[src/rtl/pdm_cap_pkg.sv]
package pdm_cap_pkg;
  typedef enum logic [1:0] {
    MODE_NONE  = 2'd0,
    MODE_LEFT  = 2'd1,
    MODE_RIGHT = 2'd2,
    MODE_BOTH  = 2'd3
  } chan_mode_e;

  localparam int LG_BASE = 6;   // log2 of the smallest ratio
  localparam int LG_MAX  = 8;   // log2 of the largest ratio

  function automatic logic [3:0] ratio_lg(input logic [1:0] code);
    return 4'(LG_BASE) + ((code >= 2'd2) ? 4'd2 : {2'b00, code});
  endfunction
endpackage

[src/rtl/pdm_clkgen.sv]
module pdm_clkgen #(
  parameter int HALF_DIV = 2
) (
  input  logic clk,
  input  logic rst,
  input  logic run,
  input  logic pdm_in,
  output logic mic_clk,
  output logic rise_ev,
  output logic fall_ev,
  output logic bit_q
);
  localparam int CW = (HALF_DIV > 1) ? $clog2(HALF_DIV) : 1;

  logic [CW-1:0] div_cnt;
  logic          at_end;

  assign at_end = (div_cnt == CW'(HALF_DIV - 1));

  always_ff @(posedge clk) begin
    if (rst || !run) begin
      div_cnt <= '0;
      mic_clk <= 1'b0;
      rise_ev <= 1'b0;
      fall_ev <= 1'b0;
      bit_q   <= 1'b0;
    end else begin
      rise_ev <= at_end && !mic_clk;
      fall_ev <= at_end && mic_clk;
      if (at_end) begin
        div_cnt <= '0;
        mic_clk <= !mic_clk;
        bit_q   <= pdm_in;
      end else begin
        div_cnt <= div_cnt + 1'b1;
      end
    end
  end
endmodule

[src/rtl/pdm_cic.sv]
module pdm_cic #(
  parameter int ORDER = 4,
  parameter int W     = 34
) (
  input  logic                clk,
  input  logic                rst,
  input  logic                clr,
  input  logic                in_ev,
  input  logic                in_bit,
  input  logic                dump,
  output logic                out_vld,
  output logic signed [W-1:0] out_val
);
  logic signed [W-1:0] integ [ORDER];
  logic signed [W-1:0] dly   [ORDER];
  logic signed [W-1:0] stage [ORDER+1];
  logic signed [W-1:0] step;

  assign step     = in_bit ? W'(1) : {W{1'b1}};
  assign stage[0] = integ[ORDER-1];

  for (genvar k = 0; k < ORDER; k++) begin : g_comb
    assign stage[k+1] = stage[k] - dly[k];
  end

  always_ff @(posedge clk) begin
    if (rst || clr) begin
      for (int k = 0; k < ORDER; k++) begin
        integ[k] <= '0;
        dly[k]   <= '0;
      end
      out_val <= '0;
      out_vld <= 1'b0;
    end else begin
      out_vld <= dump;
      if (in_ev) begin
        integ[0] <= integ[0] + step;
        for (int k = 1; k < ORDER; k++) integ[k] <= integ[k] + integ[k-1];
      end
      if (dump) begin
        for (int k = 0; k < ORDER; k++) dly[k] <= stage[k];
        out_val <= stage[ORDER];
      end
    end
  end
endmodule

[src/rtl/pdm_gain.sv]
module pdm_gain #(
  parameter int W  = 34,
  parameter int DW = 24,
  parameter int GW = 24
) (
  input  logic                 clk,
  input  logic                 rst,
  input  logic                 in_vld,
  input  logic                 in_right,
  input  logic signed [W-1:0]  in_val,
  input  logic [5:0]           shamt,
  input  logic [GW-1:0]        gain,
  output logic                 pcm_valid,
  output logic                 pcm_right,
  output logic [DW-1:0]        pcm_data
);
  localparam int PW = DW + GW + 1;
  localparam logic signed [DW-1:0] DMAX = {1'b0, {(DW-1){1'b1}}};
  localparam logic signed [DW-1:0] DMIN = {1'b1, {(DW-1){1'b0}}};
  localparam logic signed [W-1:0]  WHI  = W'(DMAX);
  localparam logic signed [W-1:0]  WLO  = W'(DMIN);
  localparam logic signed [PW-1:0] PHI  = PW'(DMAX);
  localparam logic signed [PW-1:0] PLO  = PW'(DMIN);
  localparam logic signed [PW-1:0] HALF = PW'(1) <<< (GW - 2);

  logic signed [W-1:0]  scaled;
  logic signed [DW-1:0] s1_val;
  logic                 s1_vld, s1_right;
  logic signed [PW-1:0] prod, rnd, shr;

  assign scaled = in_val >>> shamt;
  assign prod   = s1_val * $signed({1'b0, gain});
  assign rnd    = prod + HALF;
  assign shr    = rnd >>> (GW - 1);

  always_ff @(posedge clk) begin
    if (rst) begin
      s1_vld    <= 1'b0;
      s1_right  <= 1'b0;
      s1_val    <= '0;
      pcm_valid <= 1'b0;
      pcm_right <= 1'b0;
      pcm_data  <= '0;
    end else begin
      s1_vld   <= in_vld;
      s1_right <= in_right;
      if (scaled > WHI)      s1_val <= DMAX;
      else if (scaled < WLO) s1_val <= DMIN;
      else                   s1_val <= scaled[DW-1:0];

      pcm_valid <= s1_vld;
      pcm_right <= s1_right;
      if (shr > PHI)      pcm_data <= DMAX;
      else if (shr < PLO) pcm_data <= DMIN;
      else                pcm_data <= shr[DW-1:0];
    end
  end
endmodule

[src/rtl/pdm_capture.sv]
module pdm_capture
  import pdm_cap_pkg::*;
#(
  parameter int HALF_DIV = 2,
  parameter int DW       = 24,
  parameter int GW       = 24,
  parameter int ORDER    = 4
) (
  input  logic          clk,
  input  logic          rst,
  input  logic          en,
  input  logic [1:0]    osr_sel,
  input  logic [1:0]    chan_mode,
  input  logic          edge_swap,
  input  logic [GW-1:0] gain,
  input  logic          pdm_data,
  output logic          pdm_clk,
  output logic          pcm_valid,
  output logic          pcm_right,
  output logic [DW-1:0] pcm_data
);
  localparam int W   = ORDER * LG_MAX + 2;
  localparam int PCW = LG_MAX;

  logic [1:0]     osr_q, mode_q;
  logic           flush, run;
  logic [3:0]     lg;
  logic [PCW-1:0] last_cnt, per_cnt;
  logic [5:0]     shamt;
  logic           rise_ev, fall_ev, bit_q, dump_q;
  logic           ch_ev  [2];
  logic           ch_vld [2];
  logic signed [W-1:0] ch_val [2];
  logic           cic_go, take_left, r_pend;
  logic           g_vld, g_right;
  logic signed [W-1:0] g_val;

  always_ff @(posedge clk) begin
    osr_q  <= osr_sel;
    mode_q <= chan_mode;
  end

  assign flush    = en && ((osr_sel != osr_q) || (chan_mode != mode_q));
  assign run      = en && !flush;
  assign lg       = ratio_lg(osr_sel);
  assign last_cnt = PCW'((1 << lg) - 1);
  assign shamt    = 6'(ORDER * int'(lg) - (DW - 1));

  pdm_clkgen #(.HALF_DIV(HALF_DIV)) clkgen_i (
    .clk(clk), .rst(rst), .run(run), .pdm_in(pdm_data),
    .mic_clk(pdm_clk), .rise_ev(rise_ev), .fall_ev(fall_ev), .bit_q(bit_q)
  );

  always_ff @(posedge clk) begin
    if (rst || !run) begin
      per_cnt <= '0;
      dump_q  <= 1'b0;
    end else begin
      dump_q <= fall_ev && (per_cnt == last_cnt);
      if (fall_ev) per_cnt <= (per_cnt == last_cnt) ? '0 : per_cnt + 1'b1;
    end
  end

  for (genvar ch = 0; ch < 2; ch++) begin : g_chan
    if (ch == 0) begin : g_l
      assign ch_ev[ch] = edge_swap ? fall_ev : rise_ev;
    end else begin : g_r
      assign ch_ev[ch] = edge_swap ? rise_ev : fall_ev;
    end
    pdm_cic #(.ORDER(ORDER), .W(W)) cic_i (
      .clk(clk), .rst(rst), .clr(!run), .in_ev(ch_ev[ch]), .in_bit(bit_q),
      .dump(dump_q), .out_vld(ch_vld[ch]), .out_val(ch_val[ch])
    );
  end

  assign cic_go    = ch_vld[0] && ch_vld[1];
  assign take_left = cic_go && chan_mode[0];

  always_ff @(posedge clk) begin
    if (rst || !run) r_pend <= 1'b0;
    else             r_pend <= cic_go && chan_mode[1];
  end

  assign g_vld   = take_left || r_pend;
  assign g_right = !take_left;
  assign g_val   = take_left ? ch_val[0] : ch_val[1];

  pdm_gain #(.W(W), .DW(DW), .GW(GW)) gain_i (
    .clk(clk), .rst(rst), .in_vld(g_vld), .in_right(g_right), .in_val(g_val),
    .shamt(shamt), .gain(gain), .pcm_valid(pcm_valid), .pcm_right(pcm_right),
    .pcm_data(pcm_data)
  );
endmodule

[config.mk]
export PLATFORM = sky130hd
export DESIGN_NAME = pdm_capture
export DESIGN_NICKNAME = d
export VERILOG_FILES = /design/src/rtl/pdm_cap_pkg.sv /design/src/rtl/pdm_clkgen.sv /design/src/rtl/pdm_cic.sv /design/src/rtl/pdm_gain.sv /design/src/rtl/pdm_capture.sv
export SDC_FILE = /design/constraint.sdc
export NUM_CORES = 2
export LEC_CHECK = 0
export BUFFER_PORTS_ARGS = -buffer_cell sky130_fd_sc_hd__buf_4
export CORE_AREA = 4 4 393 395
export DETAILED_ROUTE_END_ITERATION = 7
export DIE_AREA = 0 0 397 399
export HOLD_SLACK_MARGIN = 0.12
export SLEW_MARGIN = 20
export SYNTH_ARGS = -nofsm -noshare
export SYNTH_HDL_FRONTEND = slang
export SYNTH_SLANG_ARGS = --single-unit
export TNS_END_PERCENT = 30
[constraint.sdc]
create_clock -name clk -period 8 [get_ports clk]
set_clock_uncertainty 0.05 [all_clocks]
set_input_delay 1.6 -clock clk [delete_from_list [all_inputs] [get_ports clk]]
set_output_delay 1.6 -clock clk [all_outputs]
set_load 0.1 [all_outputs]
# Word level (Yosys, flattened, before mapping)
# Memories as Yosys holds them, arrays and structs flattened.
# Index checks and enable logic that the tools add are counted.
dict set report op_classes {
  addsub 22
  multipliers 1
  order_cmp 5
  eq_ne 3
  shifts 2
  n_mux 37
  bitwise 16
  reduce_logical 17
}
# op count
set ops {}
lappend ops {{$mux W34} 18}
lappend ops {{$add A34 B34 Y34} 8}
lappend ops {{$sub A34 B34 Y34} 8}
lappend ops {{$add A49 B24 Y49 const B} 1}
lappend ops {{$mul A24 B25 Y49} 1}
lappend ops {{$mux W24} 2}
lappend ops {{$mux W23} 2}
lappend ops {{$gt A34 B24 Y1 const B} 1}
lappend ops {{$lt A34 B24 Y1 const B} 1}
lappend ops {{$sshr A34 B6 Y34} 1}
lappend ops {{$gt A26 B24 Y1 const B} 1}
lappend ops {{$lt A26 B24 Y1 const B} 1}
lappend ops {{$or A1 B1 Y1} 16}
lappend ops {{$mux W1} 13}
lappend ops {{$add A8 B1 Y8 const B} 1}
lappend ops {{$eq A8 B8 Y1} 1}
lappend ops {{$mux W8} 1}
lappend ops {{$shl A1 B4 Y8 const A} 1}
lappend ops {{$sub A8 B2 Y8 const B} 1}
lappend ops {{$logic_and A1 B1 Y1} 7}
lappend ops {{$reduce_or A2 Y1} 3}
lappend ops {{$sub A6 B5 Y6 const B} 1}
lappend ops {{$add A3 B2 Y4 const A} 1}
lappend ops {{$logic_not A1 Y1} 4}
lappend ops {{5 further kinds} 8}
dict set report totals {
  regBits 140
  ram_bits 544
  inputBits 33
  out_inout_bits 27
  word_cells 128
  n_memories 4
}
# memory words word_bits rd rd_clocked_by_memory_dff write_ports line_no
set mem_list {}
lappend mem_list {{g_chan[0].cic_i.dly} 4 34 4 0 4 pdm_cic.sv:15} ;# logic signed [W-1:0] dly [ORDER];
lappend mem_list {{g_chan[0].cic_i.integ} 4 34 4 0 4 pdm_cic.sv:14} ;# logic signed [W-1:0] integ [ORDER];
lappend mem_list {{g_chan[1].cic_i.dly} 4 34 4 0 4 pdm_cic.sv:15}
lappend mem_list {{g_chan[1].cic_i.integ} 4 34 4 0 4 pdm_cic.sv:14}

# Depth between registers and ports, before layout
dict set report logic_depth {
  depth_word 10
  depth_mapped 45
  ltp_nobuf 45
}

# Hierarchy
# From an unflattened synthesis, not the netlist that was laid out.
dict set report unflattened {
  hier_cells 7581
  area_unflattened_um2 70496.4
}
# module instances cells_each area_each_um2
set by_module_without_submodules {}
lappend by_module_without_submodules {{pdm_cic (g_chan[1].cic_i)} 1 2477 23396.2}
lappend by_module_without_submodules {{pdm_cic (g_chan[0].cic_i)} 1 2457 23212.3}
lappend by_module_without_submodules {pdm_gain 1 2529 22639.2}
lappend by_module_without_submodules {pdm_capture 1 105 1086.0}
lappend by_module_without_submodules {pdm_clkgen 1 13 162.7}

# Worst setup path before layout
# OpenSTA, ideal clock, no wires.
dict set report synth_timing {
  path_kind {input-to-reg}
  startpoint {in chan_mode[0]}
  endpoint {mem g_chan[0].cic_i.dly[0][0] (enable)}
  arrival_time_ps 7919
  t_required_ps 7329
  slack_ps -590
  cell_stages 8
  path_cell_list {clkbuf_1 xor2_1 nor3_1 nand4b_1 clkbuf_1 nor2_1 clkbuf_1 inv_1}
}
# item line_no
set synth_rtl {}
lappend synth_rtl {{start, declared} pdm_capture.sv:13} ;# input logic [1:0] chan_mode,
lappend synth_rtl {{end, declared} pdm_cic.sv:15}

==> impl_metrics.csv <==
group,metric,value,unit
cells_and_area,nNetsFinal,8946,
power_and_ir_drop,p_total,32.2,mW
power_and_ir_drop,power_leakage,36.4,nW
cells_and_area,utilization,0.517,
cells_and_area,multi_input_area,45200,sq um
critical_path,critPathArrivalTime,8.55,ns
grt,grt_pass1_wl,251000,um
timing,worst_pin_slew,1.21,ns
detailed_routing,wl_met3,4920,um
critical_path,r2r-start,"g_chan[1].cic_i.integ[3][0]",
clock_network,cts_inserted_buffers,85,
yosys,netlist_instances,7214,
cells_and_area,syn_to_final_growth,15.7,%
place,pre_cts_ws,-1.20,ns
clock_network,cts.sinks,682,
detailed_routing,drt_iter0_drc,2251,
yosys,yosys.area_share.simple,0.157,
yosys,async_flop_share,0,
detailed_routing,wl,152000,um
yosys,synthMuxAreaShare,0.0142,
clock_network,cts_tree,"built",
timing,timing.fmax,124,MHz
grt,grt_start_max_net_pins,182,
timing,hold_viol_final,0,
outcome,violations,"setup timing",
clock_network,clk_pin_slew,0.06,ns
clock_network,cts_root_buffer,"clkbuf_16",
floorplanning,rows,143,
grt,grtUsageTotal,0.191,
timing,finalSetupTns,-0.0697,ns
critical_path,reg2regPathDepth,43,
critical_path,critical_path_class,"flop to flop",
place,io_buffers,59,
grt,grt_pass1_vias,50600,
critical_path,worstSetupEndpoint,"g_chan[1].cic_i.out_val[33]",
yosys,ys_seq_area_frac,0.283,
detailed_routing,m1WireLength,68700,um
power_and_ir_drop,p_comb_frac,0.752,
timing,fin_crit_sh,1.01,
yosys,synth.top_cells.by_area,"edfxtp_1, fa_1, ha_1, inv_1, and2_1",
detailed_routing,routed.top_layer,"met5",
critical_path,startpoint,"g_chan[1].cic_i.integ[3][0]",
yosys,synth_top_family_by_area,"adder cells",
yosys,synth_top_cell_by_area,"edfxtp_1",
clock_network,cts-htree-levels,3,
clock_network,clk_latency,0.68,ns
place,place_congestion,0.878,
cells_and_area,area.sequential,19100,sq um
timing,rsz0062_at_grt,"true",
critical_path,critPathMaxFanout,3,
detailed_routing,ant_nets,0,
power_and_ir_drop,clkPwrFrac,0.124,
critical_path,crit_path_end_kind,"flop",
detailed_routing,vias,50000,
outcome,outcome,"complete, but fails checks",
cells_and_area,fillers,13800,
yosys,synth_fa_ha_area_frac,0.281,
floorplanning,die_area,158000,sq um
timing,finalMaxSlewViolations,0,
yosys,synthTopCellsByCount,"inv_1, ha_1, edfxtp_1, nor2_1, and2_1",
timing,min_period,8.07,ns
critical_path,rr_endpoint,"g_chan[1].cic_i.out_val[33]",
detailed_routing,routed_via_density,5.11,
detailed_routing,post_drt_wl_per_cell,15.5,um
critical_path,critPathSlowestCell,"edfxtp_1",
power_and_ir_drop,power.internal,18.1,mW
critical_path,crit_top_cell,"a21oi_2",
floorplanning,initial_core_util,0.447,
clock_network,clockBufferDepth,3,
power_and_ir_drop,cellPowerDensity,412,nW/um^2
cells_and_area,drive_gt1_frac,0.132,
floorplanning,die_h,399,um
power_and_ir_drop,swShare,0.437,
grt,grt_overflow_total,0,
job,drv_cap,0,
timing,final.setup.worst_slack,-0.0697,ns
yosys,synthXorXnorAreaFrac,0.0632,
yosys,yosys_most_used_dff,"edfxtp_1",
critical_path,slowest_delay,0.40,ns
hold_path,worstHoldPathType,"flop to flop",
detailed_routing,drc,0,
grt,grt_antenna_before_repair,7,
timing,slew-limit-headroom,0.197,
detailed_routing,route.met2.wl,74200,um
yosys,synth_compound_area_frac,0.137,
place,dp.final_hpwl,118000,um
yosys,synth-edff-count,544,
yosys,yosys_warnings,0,
power_and_ir_drop,ir_worst_vdd,0.000473,V
floorplanning,core,151000,sq um
yosys,synthesis.area,67600,sq um
yosys,synth_area_per_cell,9.37,sq um
timing,setup_viol,1,
yosys,synth_most_common_cell,"inv_1",
yosys,synth_nets,8467,
critical_path,start_kind,"flop",
critical_path,r2r_slack,-0.07,ns
yosys,yosysUniqueCellTypes,97,
floorplanning,dieWidth,397,um
critical_path,worstPathRequired,8.48,ns
yosys,yosys.area.top_type_share,0.242,
power_and_ir_drop,p_sw,14.1,mW
power_and_ir_drop,seqPwrFrac,0.124,
yosys,synth-seq-cells,682,
floorplanning,ios,60,
detailed_routing,first_pass_iters,5,
logic make-up (layout without fill, tap and decap cells):
logic type,count (synthesis),count (layout)
compound gates,1422,1422
xor+xnor,483,483
fa+ha+maj,1220,1220
buf+inv,1167,1717
flops,682,682
mux,90,90
other cells,0,5
simple gates,2150,2150
cells in the final DEF (no fill, tap or decap), types with 33 or more instances in the layout:
| master | n |
|---|---|
| o21ai_0 | 192 |
| mux2i_1 | 76 |
| a21oi_1 | 410 |
| a21oi_2 | 50 |
| a211oi_1 | 43 |
| xor2_1 | 203 |
| nand2b_1 | 73 |
| o21a_1 | 65 |
| nor2b_1 | 79 |
| a31oi_1 | 39 |
| xnor2_1 | 256 |
| and3_1 | 63 |
| inv_1 | 950 |
| nand4_1 | 33 |
| buf_4 | 556 |
| dfxtp_1 | 137 |
| fa_1 | 488 |
| edfxtp_1 | 544 |
| ha_1 | 706 |
| and2_1 | 528 |
| clkbuf_16 | 90 |
| a21o_1 | 269 |
| nand3_1 | 83 |
| o21bai_1 | 87 |
| nand2_1 | 507 |
| nor3_1 | 111 |
| nor2_1 | 533 |
power by group through the flow:
| stage | clock [mW] | combinational, mW | sequential, mW |
|---|---|---|---|
| global placement | 0 | 22.0 | 4.07 |
| detailed placement | 0 | 22.3 | 4.07 |
| global route | 4.26 | 27.0 | 4.00 |
| floorplan | 0 | 14.0 | 4.36 |
| CTS | 4.13 | 22.8 | 3.99 |
| finish | 4.01 | 24.2 | 3.99 |
final cells by class:
type,count,share of cell area
well taps,2030,0.0325
clock inverters,47,0.00739
multi-input cells,5365,0.579
repair buffers,592,0.0601
clock buffers,111,0.0302
flip-flops and latches,682,0.244
diodes,5,0.000160
inverters,967,0.0465
registers in the layout, indices dropped and copies added, names as in the netlist, 2 cells and up:
| signal | count |
|---|---|
| g_chan.cic_i.dly | 272 |
| g_chan.cic_i.integ | 272 |
| g_chan.cic_i.out_val | 66 |
| gain_i.pcm_data | 24 |
| gain_i.s1_val | 24 |
| per_cnt | 8 |
| mode_q | 2 |
| osr_q | 2 |
critical path: cells and delay by family (launching register included):
| family | cells | cell delay, ns |
|---|---|---|
| and+or+nand+nor | 5 | 0.51 |
| DFF | 1 | 0.40 |
| buffers and inverters | 4 | 0.42 |
| xor gates and xnor gates | 4 | 0.77 |
| AOI/OAI and AO/OA | 25 | 4.36 |
| adders and majority gates | 5 | 1.38 |
layer usage:
metal | vias up | GRT usage
met2 | 670 | 0.338
li1 | 25300 | -
met4 | 2 | 0.0551
met3 | 211 | 0.0188
met5 | - | 0
met1 | 23800 | 0.248
stage by stage:
step | hold WS, ns | cells | area, sq um
6_report | 0.408 | 9799 | 78200
5_1_grt | 0.450 | 9798 | 78200
4_1_cts | 0.409 | 9758 | 76700
3_5_place_dp | 0.402 | 9587 | 73500
3_3_place_gp | 0.397 | 9587 | 73500
2_1_floorplan | 0.363 | 7214 | 67600
worst min-delay path by stage:
| stage | start | end | slack (ns) | cells past startpoint |
|---|---|---|---|---|
| finish | g_chan[0].cic_i.out_val[33] | g_chan[0].cic_i.out_val[33] | 0.41 | 2 |
| floorplan | r_pend | gain_i.s1_vld | 0.36 | 2 |
| global route | gain_i.s1_vld | gain_i.pcm_valid | 0.45 | 1 |
| global placement | g_chan[0].cic_i.out_val[33] | g_chan[0].cic_i.out_val[33] | 0.40 | 2 |
| CTS | g_chan[0].cic_i.out_val[33] | g_chan[0].cic_i.out_val[33] | 0.41 | 2 |
| detailed placement | g_chan[0].cic_i.out_val[33] | g_chan[0].cic_i.out_val[33] | 0.40 | 2 |
timing repair:
item | CTS | global route
endpoints found under the setup margin | 36 | 46
resized for setup | 49 | 249
pin swaps | 45 | 215
hold buffers | 0 | 0
buffers inserted | 13 | 38
cloned | 0 | 2
Note: power is estimated with default switching activity, not from simulation.
